[src/rtl/pcarb_pkg.sv]
package pcarb_pkg;

    // control word layout (behavioural: software writes these positions)
    localparam int CFG_W    = 32;
    localparam int LIM_LSB  = 28;
    localparam int LIM_W    = 4;
    localparam int PARK_BIT = 27;

endpackage

[src/rtl/pcarb_prio_tree.sv]
module pcarb_prio_tree #(
    parameter int N  = 7,
    parameter int IW = $clog2(N)
) (
    input  logic [N-1:0]  req,
    output logic          any,
    output logic [IW-1:0] idx
);
    localparam int LV     = $clog2(N);
    localparam int LEAVES = 1 << LV;

    logic [LEAVES-1:0] pad;
    logic              nv [1:2*LEAVES-1];
    logic [IW-1:0]     ni [1:2*LEAVES-1];

    // heap-ordered tree of two-input nodes; the left input always wins
    always_comb begin
        pad = LEAVES'(req);
        for (int i = 0; i < LEAVES; i++) begin
            nv[LEAVES+i] = pad[i];
            ni[LEAVES+i] = IW'(i);
        end
        for (int k = LEAVES-1; k >= 1; k--) begin
            nv[k] = nv[2*k] | nv[2*k+1];
            ni[k] = nv[2*k] ? ni[2*k] : ni[2*k+1];
        end
        any = nv[1];
        idx = ni[1];
    end

endmodule

[src/rtl/pcarb_cfg_reg.sv]
module pcarb_cfg_reg
    import pcarb_pkg::*;
(
    input  logic             clk,
    input  logic             rst_n,
    input  logic             wr,
    input  logic [CFG_W-1:0] wdata,
    output logic [CFG_W-1:0] rdata,
    output logic [LIM_W-1:0] lim,
    output logic             park_last
);
    logic [LIM_W-1:0] lim_d, lim_q;
    logic             park_d, park_q;
    logic             unused_low;

    assign unused_low = ^wdata[PARK_BIT-1:0];

    always_comb begin
        lim_d  = lim_q;
        park_d = park_q;
        if (wr) begin
            lim_d  = wdata[LIM_LSB +: LIM_W];
            park_d = wdata[PARK_BIT];
        end
    end

    always_ff @(posedge clk or negedge rst_n) begin
        if (!rst_n) begin
            lim_q  <= '0;
            park_q <= 1'b0;
        end else begin
            lim_q  <= lim_d;
            park_q <= park_d;
        end
    end

    always_comb begin
        rdata                    = '0;
        rdata[LIM_LSB +: LIM_W]  = lim_q;
        rdata[PARK_BIT]          = park_q;
    end

    assign lim       = lim_q;
    assign park_last = park_q;

endmodule

[src/rtl/pcarb_xact_mon.sv]
module pcarb_xact_mon (
    input  logic clk,
    input  logic rst_n,
    input  logic frame_n,
    input  logic irdy_n,
    output logic bus_idle,
    output logic xact_done
);
    typedef struct packed {
        logic f1;
        logic i1;
        logic f2;
        logic i2;
    } mon_t;

    mon_t d, q;

    always_comb begin
        d    = q;
        d.f1 = frame_n;
        d.i1 = irdy_n;
        d.f2 = q.f1;
        d.i2 = q.i1;
    end

    always_ff @(posedge clk or negedge rst_n) begin
        if (!rst_n) q <= '{f1: 1'b1, i1: 1'b1, f2: 1'b1, i2: 1'b1};
        else        q <= d;
    end

    // last data phase (FRAME# high, IRDY# low) followed by IRDY# release
    assign xact_done = q.f2 & ~q.i2 & q.i1;
    assign bus_idle  = q.f1 & q.i1;

endmodule

[src/rtl/pci_prio_arbiter.sv]
module pci_prio_arbiter
    import pcarb_pkg::*;
#(
    parameter int N_REQ = 6
) (
    input  logic             clk,
    input  logic             rst_n,
    input  logic             strap_en,
    input  logic [N_REQ-1:0] req_n,
    input  logic             host_req,
    input  logic             frame_n,
    input  logic             irdy_n,
    input  logic             cfg_wr,
    input  logic [CFG_W-1:0] cfg_wdata,
    output logic [N_REQ-1:0] gnt_n,
    output logic             host_gnt,
    output logic [CFG_W-1:0] cfg_rdata
);
    localparam int NA   = N_REQ + 1;
    localparam int AW   = $clog2(NA);
    localparam int HOST = N_REQ;

    typedef struct packed {
        logic             granted;
        logic [AW-1:0]    owner;
        logic [AW-1:0]    last;
        logic [LIM_W-1:0] cnt;
        logic [NA-1:0]    barred;
        logic [NA-1:0]    req;
        logic [NA-1:0]    gnt;
    } arb_t;

    arb_t d, q;
    logic en_q;

    logic [LIM_W-1:0] lim;
    logic             park_last;
    logic             bus_idle, xact_done;
    logic             m_any, u_any;
    logic [AW-1:0]    m_idx, u_idx;
    logic [AW-1:0]    park_tgt, tgt;
    logic             lower_pend, lim_hit, drop;

    pcarb_cfg_reg u_cfg (
        .clk       (clk),
        .rst_n     (rst_n),
        .wr        (cfg_wr),
        .wdata     (cfg_wdata),
        .rdata     (cfg_rdata),
        .lim       (lim),
        .park_last (park_last)
    );

    pcarb_xact_mon u_mon (
        .clk       (clk),
        .rst_n     (rst_n),
        .frame_n   (frame_n),
        .irdy_n    (irdy_n),
        .bus_idle  (bus_idle),
        .xact_done (xact_done)
    );

    // winner among agents not held back by the limit
    pcarb_prio_tree #(.N(NA), .IW(AW)) u_tree_masked (
        .req (q.req & ~q.barred),
        .any (m_any),
        .idx (m_idx)
    );

    // winner among all requesters (fallback when only a held-back agent asks)
    pcarb_prio_tree #(.N(NA), .IW(AW)) u_tree_all (
        .req (q.req),
        .any (u_any),
        .idx (u_idx)
    );

    // enable strap captured while reset is held
    always_ff @(posedge clk) begin
        if (!rst_n) en_q <= strap_en;
    end

    always_comb begin
        lower_pend = 1'b0;
        for (int i = 0; i < NA; i++) begin
            if (i > int'(q.owner)) lower_pend = lower_pend | q.req[i];
        end
    end

    always_comb begin
        park_tgt = park_last ? q.last : AW'(HOST);
        lim_hit  = (lim != '0) && (q.cnt >= lim) && lower_pend;
        drop     = !q.req[q.owner] && ((|q.req) || (q.owner != park_tgt));
        tgt      = m_any ? m_idx : (u_any ? u_idx : park_tgt);

        d     = q;
        d.req = {host_req, ~req_n};

        if (!en_q) begin
            d.granted = 1'b0;
            d.gnt     = '0;
        end else if (q.granted) begin
            if (xact_done && (q.cnt != '1)) d.cnt = q.cnt + 1'b1;
            if (lim_hit || drop) begin
                d.granted = 1'b0;
                d.gnt     = '0;
                if (lim_hit) d.barred = NA'(1) << q.owner;
            end
        end else if (bus_idle) begin
            d.granted = 1'b1;
            d.owner   = tgt;
            d.last    = tgt;
            d.gnt     = NA'(1) << tgt;
            if (tgt != q.last)    d.cnt    = '0;
            if (!q.barred[tgt])   d.barred = '0;
        end
    end

    always_ff @(posedge clk or negedge rst_n) begin
        if (!rst_n) begin
            q         <= '0;
            q.owner   <= AW'(HOST);
            q.last    <= AW'(HOST);
        end else begin
            q <= d;
        end
    end

    assign gnt_n    = ~q.gnt[N_REQ-1:0];
    assign host_gnt = q.gnt[HOST];


    a_r1_single_grant: assert property (@(posedge clk) disable iff (!rst_n)
        $onehot0(q.gnt));


    a_r9_no_grant_when_off: assert property (@(posedge clk) disable iff (!rst_n)
        !en_q |-> (q.gnt == '0));


    a_r10_gap_between_agents: assert property (@(posedge clk) disable iff (!rst_n)
        (|q.gnt) |=> ((q.gnt == $past(q.gnt)) || (q.gnt == '0)));


    a_r10_grant_after_idle: assert property (@(posedge clk) disable iff (!rst_n)
        $rose(q.granted) |-> $past(bus_idle));

endmodule

[config.mk]
export PLATFORM = sky130hd
export DESIGN_NAME = pci_prio_arbiter
export DESIGN_NICKNAME = d
export VERILOG_FILES = /design/src/rtl/pcarb_pkg.sv /design/src/rtl/pcarb_prio_tree.sv /design/src/rtl/pcarb_cfg_reg.sv /design/src/rtl/pcarb_xact_mon.sv /design/src/rtl/pci_prio_arbiter.sv
export SDC_FILE = /design/constraint.sdc
export NUM_CORES = 1
export LEC_CHECK = 0
export BUFFER_PORTS_ARGS = -buffer_cell sky130_fd_sc_hd__clkbuf_2
export CAP_MARGIN = 10
export CELL_PAD_IN_SITES_DETAIL_PLACEMENT = 0
export CELL_PAD_IN_SITES_GLOBAL_PLACEMENT = 2
export CORE_MARGIN = 2
export CORE_UTILIZATION = 32
export CTS_CLUSTER_DIAMETER = 150
export DETAILED_ROUTE_END_ITERATION = 12
export PLACE_DENSITY_LB_ADDON = 0.1
export SYNTH_ARGS = -nofsm -noshare
export SYNTH_HDL_FRONTEND = slang
export SYNTH_HIERARCHICAL = 1
export SYNTH_SLANG_ARGS = --single-unit
[constraint.sdc]
create_clock -name clk -period 6.4 [get_ports clk]
set_clock_uncertainty 0.05 [all_clocks]
set_input_delay 0 -clock clk [delete_from_list [all_inputs] [get_ports clk]]
set_output_delay 0 -clock clk [all_outputs]
set_load 0.01 [all_outputs]
# == Word-level counts from Yosys, hierarchy flattened ==
# Cells that the tools add are included.
# op_classes
n_bitwise,26
n_shift,2
reduce_logical,15
order_cmp,9
muxes,41
eq_ne,9
n_addsub,1
# op_table
operator,count
$mux W7,7
$mux W3,9
$mux W1,19
$mux W18,1
$or A1 B1 Y1,17
$shl A1 B3 Y7 const A,2
$not A6 Y6,2
$mux W11,1
$gt A3 B3 Y1 const A,3
$lt A3 B4 Y1 const B,2
$mux W4,2
$and A7 B7 Y7,1
$not A7 Y7,1
$reduce_or A7 Y1,1
$bmux W1 S3,2
$gt A2 B3 Y1 const A,2
$ne A2 B1 Y1 const B,3
$ne A3 B2 Y1 const B,2
$ne A3 B3 Y1,2
$reduce_and A5 Y1,1
$add A4 B1 Y4 const B,1
$ge A4 B4 Y1,1
$logic_and A1 B1 Y1,4
$ne A4 B4 Y1 const B,1
other kinds (11),16
# word_totals
ff_bits,39
elab_cells,116
output_inout_bits,39
inputBits,45

# == Depth between registers and ports, before layout ==
# depth
depth_word,17
ltp_mapped,10
mapped_depth_nobuf,10

# == By module ==
# The synthesis kept the hierarchy.
# by_module_without_submodules
mod,n_inst,cells_per_inst,area_each_um2
pci_prio_arbiter,1,200,1855.5
pcarb_cfg_reg,1,43,425.4
pcarb_prio_tree,2,10,61.3
pcarb_xact_mon,1,6,120.1

# == Least setup slack after synthesis ==
# Ideal clock, no wire load.
# synth_timing
kind,flip-flop to flip-flop
startpoint,register q[10] (netlist name)
endpoint,register q[15] (netlist name)
arrival_time_ns,2.636
setup_slack_ns,3.594
period_less_slack_ns,2.806
stages_incl_launch_ff,11
setup_ns,0.121
n_path_buf,1
path_cell_list,dfrtp_1 -> nor2b_1 -> nor4_2 -> nand3b_1 -> buf_6 -> and2b_1 -> a21o_1 -> mux2_4 -> a221oi_2 -> o41ai_4 -> a22o_1
# synth_lines
item,line_no,text
start: declaration,pci_prio_arbiter.sv:33,"arb_t d, q;"
$and A7 B7 Y7,pci_prio_arbiter.sv:65,".req (q.req & ~q.barred),"
$or A1 B1 Y1 (2 in series),pcarb_prio_tree.sv:24,nv[k] = nv[2*k] | nv[2*k+1];
$mux W3,pcarb_prio_tree.sv:25,ni[k] = nv[2*k] ? ni[2*k] : ni[2*k+1];
net m_idx[2],pci_prio_arbiter.sv:40,"logic [AW-1:0] m_idx, u_idx;"
$mux W3,pci_prio_arbiter.sv:93,tgt = m_any ? m_idx : (u_any ? u_idx : park_tgt);
$bmux W1 S3,pci_prio_arbiter.sv:114,if (!q.barred[tgt]) d.barred = '0;
$mux W1 (not written as such),pci_prio_arbiter.sv:114,
$ne A2 B2 Y1 (no line),-,
$reduce_and A5 Y1 (no line),-,
# The timed path passes the listed nets, and every way through them passes these cells. The select of a mux whose other input is x is not followed.
# A chain may end at the register's enable or synchronous reset.

# == Final worst setup path ==
# layout_timing
startpoint,register q[10] (netlist name)
endpoint,register q[16] (netlist name)
# The elaborated chain is that of the path after synthesis.

==> results.sh <==
export IMPL_status="completed"
export IMPL_cts_max_path_buffers=2
export IMPL_drc=0
export IMPL_ys_types=57
export IMPL_antenna_cells=0
export IMPL_min_to="u_cfg/lim[2]"
export IMPL_p_leak_nw=1.36
export IMPL_place_hpwl_um=4240
export IMPL_overflow=0
export IMPL_relSlewSlack=0.338
export IMPL_clk_pin_slew_ns=0.08
export IMPL_cp_arrival_ns=3.82
export IMPL_whs_path_depth=2
export IMPL_synth_seq_cells=39
export IMPL_hold_class="input port to register"
export IMPL_clock_latency_ns=0.29
export IMPL_critPathCaptureType="register"
export IMPL_powerDensity_nw_per_um2=221
export IMPL_cts_buffers=5
export IMPL_cts_resized=0
export IMPL_core_um2=7690
export IMPL_worstMarginPinSlew_ns=0.992
export IMPL_cts_tree="yes"
export IMPL_worst_hold_slack_ns=0.00515
export IMPL_synth_edff_count=1
export IMPL_stdcell_count=415
export IMPL_std_cell_rows=32
export IMPL_final_nets=362
export IMPL_start_util=0.328
export IMPL_finalCritPeriodShare=0.578
export IMPL_path_max_fanout=17
export IMPL_r2r_end="q[16]"
export IMPL_netlist_area_um2=2520
export IMPL_dr_pass1_iters=5
export IMPL_cts_root_buf="clkbuf_8"
export IMPL_dieArea_um2=8610
export IMPL_wire_per_inst_um=14.6
export IMPL_grt_pass1_vias=1865
export IMPL_cap_violations=0
export IMPL_syn_area_per_cell_um2=9.38
export IMPL_htree_levels=2
export IMPL_drt_iter0_drc=97
export IMPL_total_power_mw=0.645
export IMPL_ys_warnings_count=6
export IMPL_min_period_ns=3.70
export IMPL_final_setup_tns_ns=0
export IMPL_required_ns=6.53
export IMPL_synth_main_ff_cell="dfrtp_1"
export IMPL_worstReg2RegStart="q[10]"
export IMPL_post_place_ws_ns=2.70
export IMPL_fillCellCount=810
export IMPL_final_area_um2=2920
export IMPL_seqCellArea_um2=988
export IMPL_peakVddDrop_mv=0.0844
export IMPL_rsz0062_at_grt="false"
export IMPL_rrSetupSlack_ns=2.70
export IMPL_die_h_um=92.8
export IMPL_detail_route_antenna_nets=0
export IMPL_ys_seq_area_frac=0.392
export IMPL_port_buffers=29
export IMPL_worst_setup_path_type="register to register"
export IMPL_die_w_um=92.8
export IMPL_place_area_um2=2610
export IMPL_clkSinkCount=39
export IMPL_drive_above_1_share=0.179
export IMPL_hold_start="cfg_wr"
export IMPL_synthArstFlopShare=0.974
export IMPL_post_cts_setup_buffers=0
export IMPL_grt_pass1_wl_um=9800
export IMPL_final_core_util=0.380
export IMPL_gp_congestion=0.760
export IMPL_max_freq_ghz=0.270
export IMPL_syn_inst=269
export IMPL_hold_violations=0
export IMPL_wl_um=6080
export IMPL_setup_violations_final=0
export IMPL_multiInputGateArea_um2=1250
export IMPL_vias=1975
export IMPL_reg2reg_depth=9
export IMPL_drv_slew=0
export IMPL_area_growth_syn_to_layout_pct=15.8
export IMPL_placedCellCount=387
export IMPL_antenna_found_initial=0
export IMPL_startpoint_type="register"
export IMPL_grt_max_degree=40
export IMPL_track_usage=0.146
export IMPL_setup_ws_ns=2.70
export IMPL_num_io_pins=84
export IMPL_via_per_inst=4.76
## cells in the final DEF, fill, tap and decap left out, types with 3 or more instances in the layout
cell / Yosys / layout
dfrtp_1: 32 / 32
clkbuf_2: 0 / 29
inv_1: 27 / 27
conb_1: 1 / 27
dlygate4sd3_1: 0 / 20
nand2_1: 14 / 14
o21ai_0: 14 / 14
nor2b_1: 13 / 13
nor2_1: 13 / 13
a21oi_1: 13 / 13
nor3_1: 9 / 9
mux2_2: 6 / 6
dfstp_2: 6 / 6
a22o_1: 5 / 5
o2bb2ai_1: 5 / 5
ha_1: 5 / 5
clkbuf_8: 0 / 5
and2_1: 4 / 4
nand3_1: 4 / 4
nand2b_1: 3 / 3
nor3b_1: 3 / 3
mux2i_1: 3 / 3
a21o_1: 3 / 3
a21boi_0: 3 / 3
## how the worst max path moves through the flow
stage,start,end,cells after the start
3_5_place_dp,q[10],q[16],8
2_1_floorplan,q[10],q[15],10
4_1_cts,q[10],q[16],8
5_1_grt,q[10],q[17],8
6_report,q[10],q[16],9
3_3_place_gp,q[10],q[16],9
## report_power, final
part / switching (mW) / total [mW] / internal, mW
logic: 0.0721 / 0.134 / 0.0616
clock network: 0.0910 / 0.207 / 0.116
registers: 0.0359 / 0.304 / 0.268
total: 0.199 / 0.645 / 0.446
## sequential cells by signal (all words and copies together), names as in the netlist
signal and flops:
host_gnt 1, q 28, u_mon/d 2, u_cfg/lim 4, u_mon/q 2, u_cfg/park_last 1, en_q 1
## timing repair
action                                 in CTS  in global routing
endpoints found under the hold margin      47                  0
setup endpoints to repair                   0                  0
hold buffers                               20                  0
## Yosys cell counts, types with 4 or more instances
library cell / number / share of area
a22o_1: 5 / 0.017
dfrtp_1: 32 / 0.32
dfstp_2: 6 / 0.062
nor2b_1: 13 / 0.032
o2bb2ai_1: 5 / 0.017
o21ai_0: 14 / 0.028
nor2_1: 13 / 0.019
ha_1: 5 / 0.025
inv_1: 27 / 0.040
nand2_1: 14 / 0.021
nor3_1: 9 / 0.018
mux2_2: 6 / 0.027
buf_4: 33 / 0.098
a21oi_1: 13 / 0.026
and2_1: 4 / 0.0099
nand3_1: 4 / 0.0079
## metal layers
metal | GRT usage | share of wire | wire length (um)
met1 | 0.217 | 0.50 | 3030
met2 | 0.220 | 0.45 | 2740
met3 | 0.0260 | 0.045 | 275
met4 | 0.0368 | 0.0046 | 28
met5 | 0 | 0 | 0
## final cells by class
cell class | count | area share
flip-flops and latches | 39 | 0.338
clock inverters | 2 | 0.0128
clock buffers | 6 | 0.0248
inverters | 27 | 0.0347
well taps | 102 | 0.0437
multi-input cells | 190 | 0.428
repair buffers | 49 | 0.118
## kinds of logic after synthesis
kind of cell,Yosys count,synth area share
XOR/XNOR,4,0.0139
adder cells (fa/ha/maj),5,0.0248
buffers and inverters,66,0.152
other,1,0.00149
AND/OR/NAND/NOR,79,0.176
multiplexers,11,0.0550
AO/OA/AOI/OAI,64,0.185
flip-flops,39,0.392
## critical path: stages (launching register included)
cell,delay [ns]
dfrtp_1,0.50
nor2b_1,0.22
nor4_2,0.46
nand3b_1,0.53
a21oi_1,0.35
a21o_1,0.33
mux2_4,0.34
a221oi_2,0.36
o41ai_4,0.18
a22o_1,0.27
(Power assumes the default switching activity.)
